[src/rtl/usr_pkg.sv]
package usr_pkg;
  typedef enum logic [1:0] {
    MODE_HOLD = 2'b00,
    MODE_SHUP = 2'b01,
    MODE_SHDN = 2'b10,
    MODE_LOAD = 2'b11
  } usr_mode_e;
endpackage

[src/rtl/usr_ctrl.sv]
module usr_ctrl
  import usr_pkg::*;
(
  input  logic [1:0] sel,
  input  logic       oe_a_n,
  input  logic       oe_b_n,
  output usr_mode_e  mode,
  output logic       drive_en
);
  // Select maps straight onto the mode encoding.
  assign mode = usr_mode_e'(sel);

  // Driver is off when either enable is high or the bus is being read.
  always_comb begin
    drive_en = 1'b1;
    if (oe_a_n || oe_b_n) drive_en = 1'b0;
    if (mode == MODE_LOAD) drive_en = 1'b0;
  end
endmodule

[src/rtl/usr_bit_slice.sv]
module usr_bit_slice
  import usr_pkg::*;
(
  input  usr_mode_e mode,
  input  logic      cur_v,
  input  logic      lower_v,
  input  logic      upper_v,
  input  logic      load_v,
  output logic      nxt_v
);
  always_comb begin
    unique case (mode)
      MODE_HOLD: nxt_v = cur_v;
      MODE_SHUP: nxt_v = lower_v;
      MODE_SHDN: nxt_v = upper_v;
      MODE_LOAD: nxt_v = load_v;
      default:   nxt_v = cur_v;
    endcase
  end
endmodule

[src/rtl/usr_core.sv]
module usr_core
  import usr_pkg::*;
#(
  parameter int WIDTH = 8
) (
  input  logic             clk,
  input  logic             rst_n,
  input  usr_mode_e        mode,
  input  logic             ser_in_up,
  input  logic             ser_in_dn,
  input  logic [WIDTH-1:0] load_d,
  output logic [WIDTH-1:0] q
);
  localparam int MSB = WIDTH - 1;

  logic [WIDTH-1:0] nxt;

  for (genvar i = 0; i < WIDTH; i++) begin : g_slice
    logic lower_w, upper_w;
    if (i == 0) begin : g_lo_edge
      assign lower_w = ser_in_up;
    end else begin : g_lo_mid
      assign lower_w = q[i-1];
    end
    if (i == MSB) begin : g_hi_edge
      assign upper_w = ser_in_dn;
    end else begin : g_hi_mid
      assign upper_w = q[i+1];
    end
    usr_bit_slice u_slice (
      .mode    (mode),
      .cur_v   (q[i]),
      .lower_v (lower_w),
      .upper_v (upper_w),
      .load_v  (load_d[i]),
      .nxt_v   (nxt[i])
    );
  end

  always_ff @(posedge clk or negedge rst_n) begin
    if (!rst_n) q <= '0;
    else        q <= nxt;
  end


  load_capture_chk: assert property (@(posedge clk) disable iff (!rst_n)
    (mode == MODE_LOAD) |=> (q == $past(load_d)));


  shift_up_chk: assert property (@(posedge clk) disable iff (!rst_n)
    (mode == MODE_SHUP) |=> (q == {$past(q[MSB-1:0]), $past(ser_in_up)}));


  shift_dn_chk: assert property (@(posedge clk) disable iff (!rst_n)
    (mode == MODE_SHDN) |=> (q == {$past(ser_in_dn), $past(q[MSB:1])}));


  hold_stable_chk: assert property (@(posedge clk) disable iff (!rst_n)
    (mode == MODE_HOLD) |=> $stable(q));


  always @(posedge clk) begin
    if (!rst_n) begin
      reset_clear_chk: assert (q == '0);
    end
  end
endmodule

[src/rtl/usr_shift_reg.sv]
module usr_shift_reg
  import usr_pkg::*;
#(
  parameter int WIDTH = 8
) (
  input  logic             clk,
  input  logic             rst_n,
  input  logic [1:0]       sel,
  input  logic             ser_in_up,
  input  logic             ser_in_dn,
  input  logic             oe_a_n,
  input  logic             oe_b_n,
  input  logic [WIDTH-1:0] bus_in,
  output logic [WIDTH-1:0] bus_out,
  output logic             bus_drive_en,
  output logic             ser_out_lo,
  output logic             ser_out_hi
);
  localparam int MSB = WIDTH - 1;

  usr_mode_e        mode;
  logic [WIDTH-1:0] q;

  usr_ctrl u_ctrl (
    .sel      (sel),
    .oe_a_n   (oe_a_n),
    .oe_b_n   (oe_b_n),
    .mode     (mode),
    .drive_en (bus_drive_en)
  );

  usr_core #(.WIDTH(WIDTH)) u_core (
    .clk       (clk),
    .rst_n     (rst_n),
    .mode      (mode),
    .ser_in_up (ser_in_up),
    .ser_in_dn (ser_in_dn),
    .load_d    (bus_in),
    .q         (q)
  );

  assign bus_out    = q;
  assign ser_out_lo = q[0];
  assign ser_out_hi = q[MSB];


  load_bus_off_chk: assert property (@(posedge clk) disable iff (!rst_n)
    (sel == 2'b11) |-> !bus_drive_en);


  oe_bus_off_chk: assert property (@(posedge clk) disable iff (!rst_n)
    (oe_a_n || oe_b_n) |-> !bus_drive_en);
endmodule

[config.mk]
export PLATFORM = sky130hd
export DESIGN_NAME = usr_shift_reg
export DESIGN_NICKNAME = d
export VERILOG_FILES = /design/src/rtl/usr_pkg.sv /design/src/rtl/usr_ctrl.sv /design/src/rtl/usr_bit_slice.sv /design/src/rtl/usr_core.sv /design/src/rtl/usr_shift_reg.sv
export SDC_FILE = /design/constraint.sdc
export NUM_CORES = 1
export LEC_CHECK = 0
export ABC_AREA = 1
export BUFFER_PORTS_ARGS = -buffer_cell sky130_fd_sc_hd__buf_2
export CELL_PAD_IN_SITES_DETAIL_PLACEMENT = 0
export CELL_PAD_IN_SITES_GLOBAL_PLACEMENT = 2
export CORE_MARGIN = 3
export CORE_UTILIZATION = 21
export DETAILED_ROUTE_END_ITERATION = 12
export PLACE_DENSITY = 0.73
export SLEW_MARGIN = 15
export SYNTH_ARGS = -nofsm -noshare
export SYNTH_HDL_FRONTEND = slang
export SYNTH_HIERARCHICAL = 1
export SYNTH_SLANG_ARGS = --single-unit
[constraint.sdc]
create_clock -name clk -period 0.9 [get_ports clk]
set_input_delay 0.045 -clock clk [delete_from_list [all_inputs] [get_ports clk]]
set_output_delay 0.045 -clock clk [all_outputs]
set_load 0.01 [all_outputs]
Yosys cells after proc, flatten, opt, wreduce, memory -nomap -nowiden
Index checks and enable logic that the tools add are counted.
{"block": "totals", "regBits": 8, "inputBits": 16, "out_inout_bits": 11, "wordCells": 16}
{"block": "op_classes", "n_eq_ne": 3, "mux": 10, "reduce_logical": 2}
{"op": "$pmux 1 s3", "n": 8}
{"op": "$eq 2x2->1 const B", "n": 2}
{"op": "$eq 2x1->1 const B", "n": 1}
{"op": "$logic_not 2->1", "n": 1}
{"op": "$mux 1", "n": 2}
{"op": "$logic_or 1x1->1", "n": 1}

Longest topological paths before layout
{"block": "logic_depth", "ltp_word": 3, "depth_mapped": 5, "ltp_nobuf": 4}

Hierarchy
The synthesis kept the hierarchy.
{"module": "usr_bit_slice", "n_inst": 8, "cells_each": 13, "area_per_inst_um2": 51.3, "seq_area_each_um2": 0.0}
{"module": "usr_core", "n_inst": 1, "cells_each": 8, "area_per_inst_um2": 200.2, "seq_area_each_um2": 200.2}
{"module": "usr_ctrl", "n_inst": 1, "cells_each": 6, "area_per_inst_um2": 30.0, "seq_area_each_um2": 0.0}
{"module": "usr_shift_reg", "n_inst": 1, "cells_each": 2, "area_per_inst_um2": 15.0, "seq_area_each_um2": 0.0}

Worst setup path after synthesis
No wires, ideal clock.
{"block": "synth_path", "path_type": "flip-flop to flip-flop", "startpoint": "register u_core.q[1]", "endpoint": "register u_core.q[2]", "setup_ns": 0.117, "t_arrival_ns": 0.643, "t_required_ns": 0.783, "slack_ns": 0.139, "stages_incl_launch_ff": 5, "n_path_buf": 0, "synth_period_minus_slack_ns": 0.761, "path_cell_list": "dfrtp_1 -> clkinv_1 -> nand2_1 -> nand3_1 -> nand2_1"}
{"block": "synth_between", "elab_chain_cells": 1}
{"element": "from (decl)", "line_no": "usr_core.sv:12", "text": "output logic [WIDTH-1:0] q"}
{"element": "from (signal assigned)", "line_no": "usr_core.sv:42", "text": "else q <= nxt;"}
{"element": "$pmux 1 s3", "line_no": "usr_bit_slice.sv:12", "text": "unique case (mode)"}
{"element": "net u_core.nxt[2]", "line_no": "usr_core.sv:16", "text": "logic [WIDTH-1:0] nxt;"}
The timed path passes the listed nets, and every way through them passes these cells.
A chain may end at the register's enable or synchronous reset.

Final worst setup path
{"block": "layout_path", "startpoint": "register u_core.q[4]", "endpoint": "output bus_out[4]"}
{"element": "to (decl)", "line_no": "usr_shift_reg.sv:14", "text": "output logic [WIDTH-1:0] bus_out,"}
No word-level cell between the ends.

==> results.py <==
metrics = {
    "pwr": {
        "ir_worst_vdd_mv": 0.549,
        "cellPowerDensity_mw_per_mm2": 1270,
        "fin_total_pwr_w": 0.00114,
        "p_leak_nw": 0.603,
    },
    "timing": {
        "fmax_ghz": 1.13,
        "hold_viol": 0,
        "finClkSkew_ps": 0.351,
        "fin_crit_sh_pct": 98.4,
        "setup_violations": 0,
        "period_needed_ps": 886,
        "max_slew_margin_pct": 78.4,
        "whs_ps": 87.8,
        "tightestPinTransition_ps": 324,
        "rsz0062_at_grt": "true",
        "slew_viol_final": 0,
    },
    "flow_run": {
        "maxCapViolCount": 0,
    },
    "drt": {
        "ant_nets": 0,
        "vias": 697,
        "viasPerCell": 3.85,
        "drc": 0,
        "wl_per_cell_microns": 8.44,
        "drt-initial-drc-count": 21,
        "wirelength_microns": 1530,
        "dr.pass1.iters": 4,
    },
    "global_routing": {
        "grtUsageTotal_pct": 8.87,
        "grt_pass1_vias": 583,
        "grt-ovfl-total": 0,
        "grt_max_degree": 26,
        "antenna_found_initial": 0,
        "grt_pass1_wl_microns": 2490,
    },
    "logic_synthesis": {
        "syn_nets": 136,
        "yosys.area.top_type": "dfrtp_1",
        "syn_area_sq_um": 656,
        "synthCells": 120,
        "synth_top_cell_area_share_pct": 30.5,
        "yosys_register_bits": 8,
        "synth_cell_type_count": 8,
        "avgSynthCellArea_sq_um": 5.46,
        "seq_area_frac_synth_pct": 30.5,
        "synth_area_leaders": "dfrtp_1, nand2_1, inv_1, nand3_1, inv_2",
        "yosysWarnings": 6,
    },
    "layout": {
        "layout_commonest_cell": "nand2_1",
        "top_register": "u_core/q",
        "largestRegisters": "u_core/q: 8 flops",
        "utilization_pct": 31.5,
        "drive_above_1_share_pct": 34.7,
        "syn_to_final_growth_pct": 37.2,
        "diodes": 0,
        "nets": 168,
        "nFillCells": 344,
        "final_area_sq_um": 900,
        "largest_register_ffs": 8,
        "final_cell_mix": "nand2_1, inv_1, buf_2",
    },
    "floorplan": {
        "ios": 27,
        "dieArea_sq_mm": 0.00383,
        "die_x_microns": 61.9,
        "fp.coreArea_sq_mm": 0.00285,
        "fp.dieH_microns": 61.9,
        "placementRows": 19,
        "start_util_pct": 23.0,
    },
    "min_path": {
        "holdPathStages": 5,
        "hold_path_class": "input pin to register",
        "hold_start": "bus_in[2]",
        "holdPathEnd": "u_core/q[2]",
    },
    "outcome": {
        "outcome": "finished clean",
    },
    "clock_network": {
        "clk_pin_slew_ps": 50,
        "tritoncts": "done",
        "root_buffer": "clkbuf_4",
        "numCtsBuffers": 3,
        "cts_max_path_buffers": 2,
        "h-tree-depth": 1,
        "clk_latency_ps": 250,
        "numClockSinks": 8,
    },
    "critical_path": {
        "rr_endpoint": "u_core/q[0]",
        "end_kind": "primary output",
        "r2r_slack_ps": 40,
        "crit_chain": "buf_2",
        "cp_top_family": "flip-flops",
        "path_max_fanout": 4,
        "critPathLaunchType": "register",
        "worstReg2RegStart": "u_core/q[1]",
        "reg2reg_depth": 5,
        "worstPathRequired_ps": 850,
        "critPathMaxStageDelay_ps": 430,
        "critPathKind": "register to primary output",
        "critPathArrivalTime_ps": 840,
        "critical_path_buf_inv_count": 1,
        "slowest_stage": "dfrtp_1",
    },
    "placed_design": {
        "io_buffers": 26,
        "dpl_cell_area_sq_um": 815,
        "gp_congestion": 0.729,
        "place_hpwl_microns": 1130,
    },
}
## cell usage after synthesis
master    instances
buf_4             4
clkinv_1          8
nand2_1          42
nand3_1          16
inv_2            16
dfrtp_1           8
nor2_1            1
inv_1            25
## repair_timing
action,CTS,global route
endpoints found under the setup margin,2,11
endpoints found under the hold margin,8,0
hold buffers,1,0
pin swaps,0,1
setup buffers,2,1
resized for setup,0,8
## stage by stage
step           std cells  TNS (ps)  setup WS, ps
2_1_floorplan        120         0           139
3_3_place_gp         174         0           133
3_5_place_dp         174         0           128
4_1_cts              180         0         0.980
5_1_grt              181      -165         -26.8
6_report             181         0          14.3
## power by group
group | internal [W] | total (W) | switching (W)
Sequential | 0.000407 | 0.000469 | 0.0000614
Clock | 0.000153 | 0.000274 | 0.000122
Combinational | 0.000195 | 0.000396 | 0.000201
Total | 0.000754 | 0.00114 | 0.000384
## how the worst max path moves through the flow
stage | startpoint | endpoint | slack [ps] | depth (start not counted)
global route | u_core/q[5] | bus_out[5] | -30 | 1
detailed placement | u_core/q[1] | u_core/q[2] | 130 | 4
floorplan | u_core/q[1] | u_core/q[2] | 140 | 4
CTS | u_core/q[2] | bus_out[2] | 1 | 1
global placement | u_core/q[1] | u_core/q[2] | 130 | 4
finish | u_core/q[4] | bus_out[4] | 10 | 1
## kinds of logic after synthesis
kind of cell / share of synthesized area, %
buffers and inverters: 32.6
DFF: 30.5
and+or+nand+nor: 36.8
## layout make-up
| cell class | instances | area (sq um) | share of cell area [%] |
|---|---|---|---|
| Tap cell | 31 | 38.8 | 4.31 |
| Clock buffer | 3 | 22.5 | 2.50 |
| Timing Repair Buffer | 31 | 209 | 23.2 |
| Sequential cell | 8 | 204 | 22.7 |
| Multi-Input combinational cell | 59 | 241 | 26.8 |
| Inverter | 49 | 184 | 20.4 |
## metal layers
metal  GRT usage, %  share of wire [%]  up-vias
li1               -                  -      388
met5              0                  0        -
met3           3.72                8.5        0
met1           11.0                 50      286
met2           14.1                 41       23
met4           2.73                  0        0
Power figures use the tool's default switching activity.
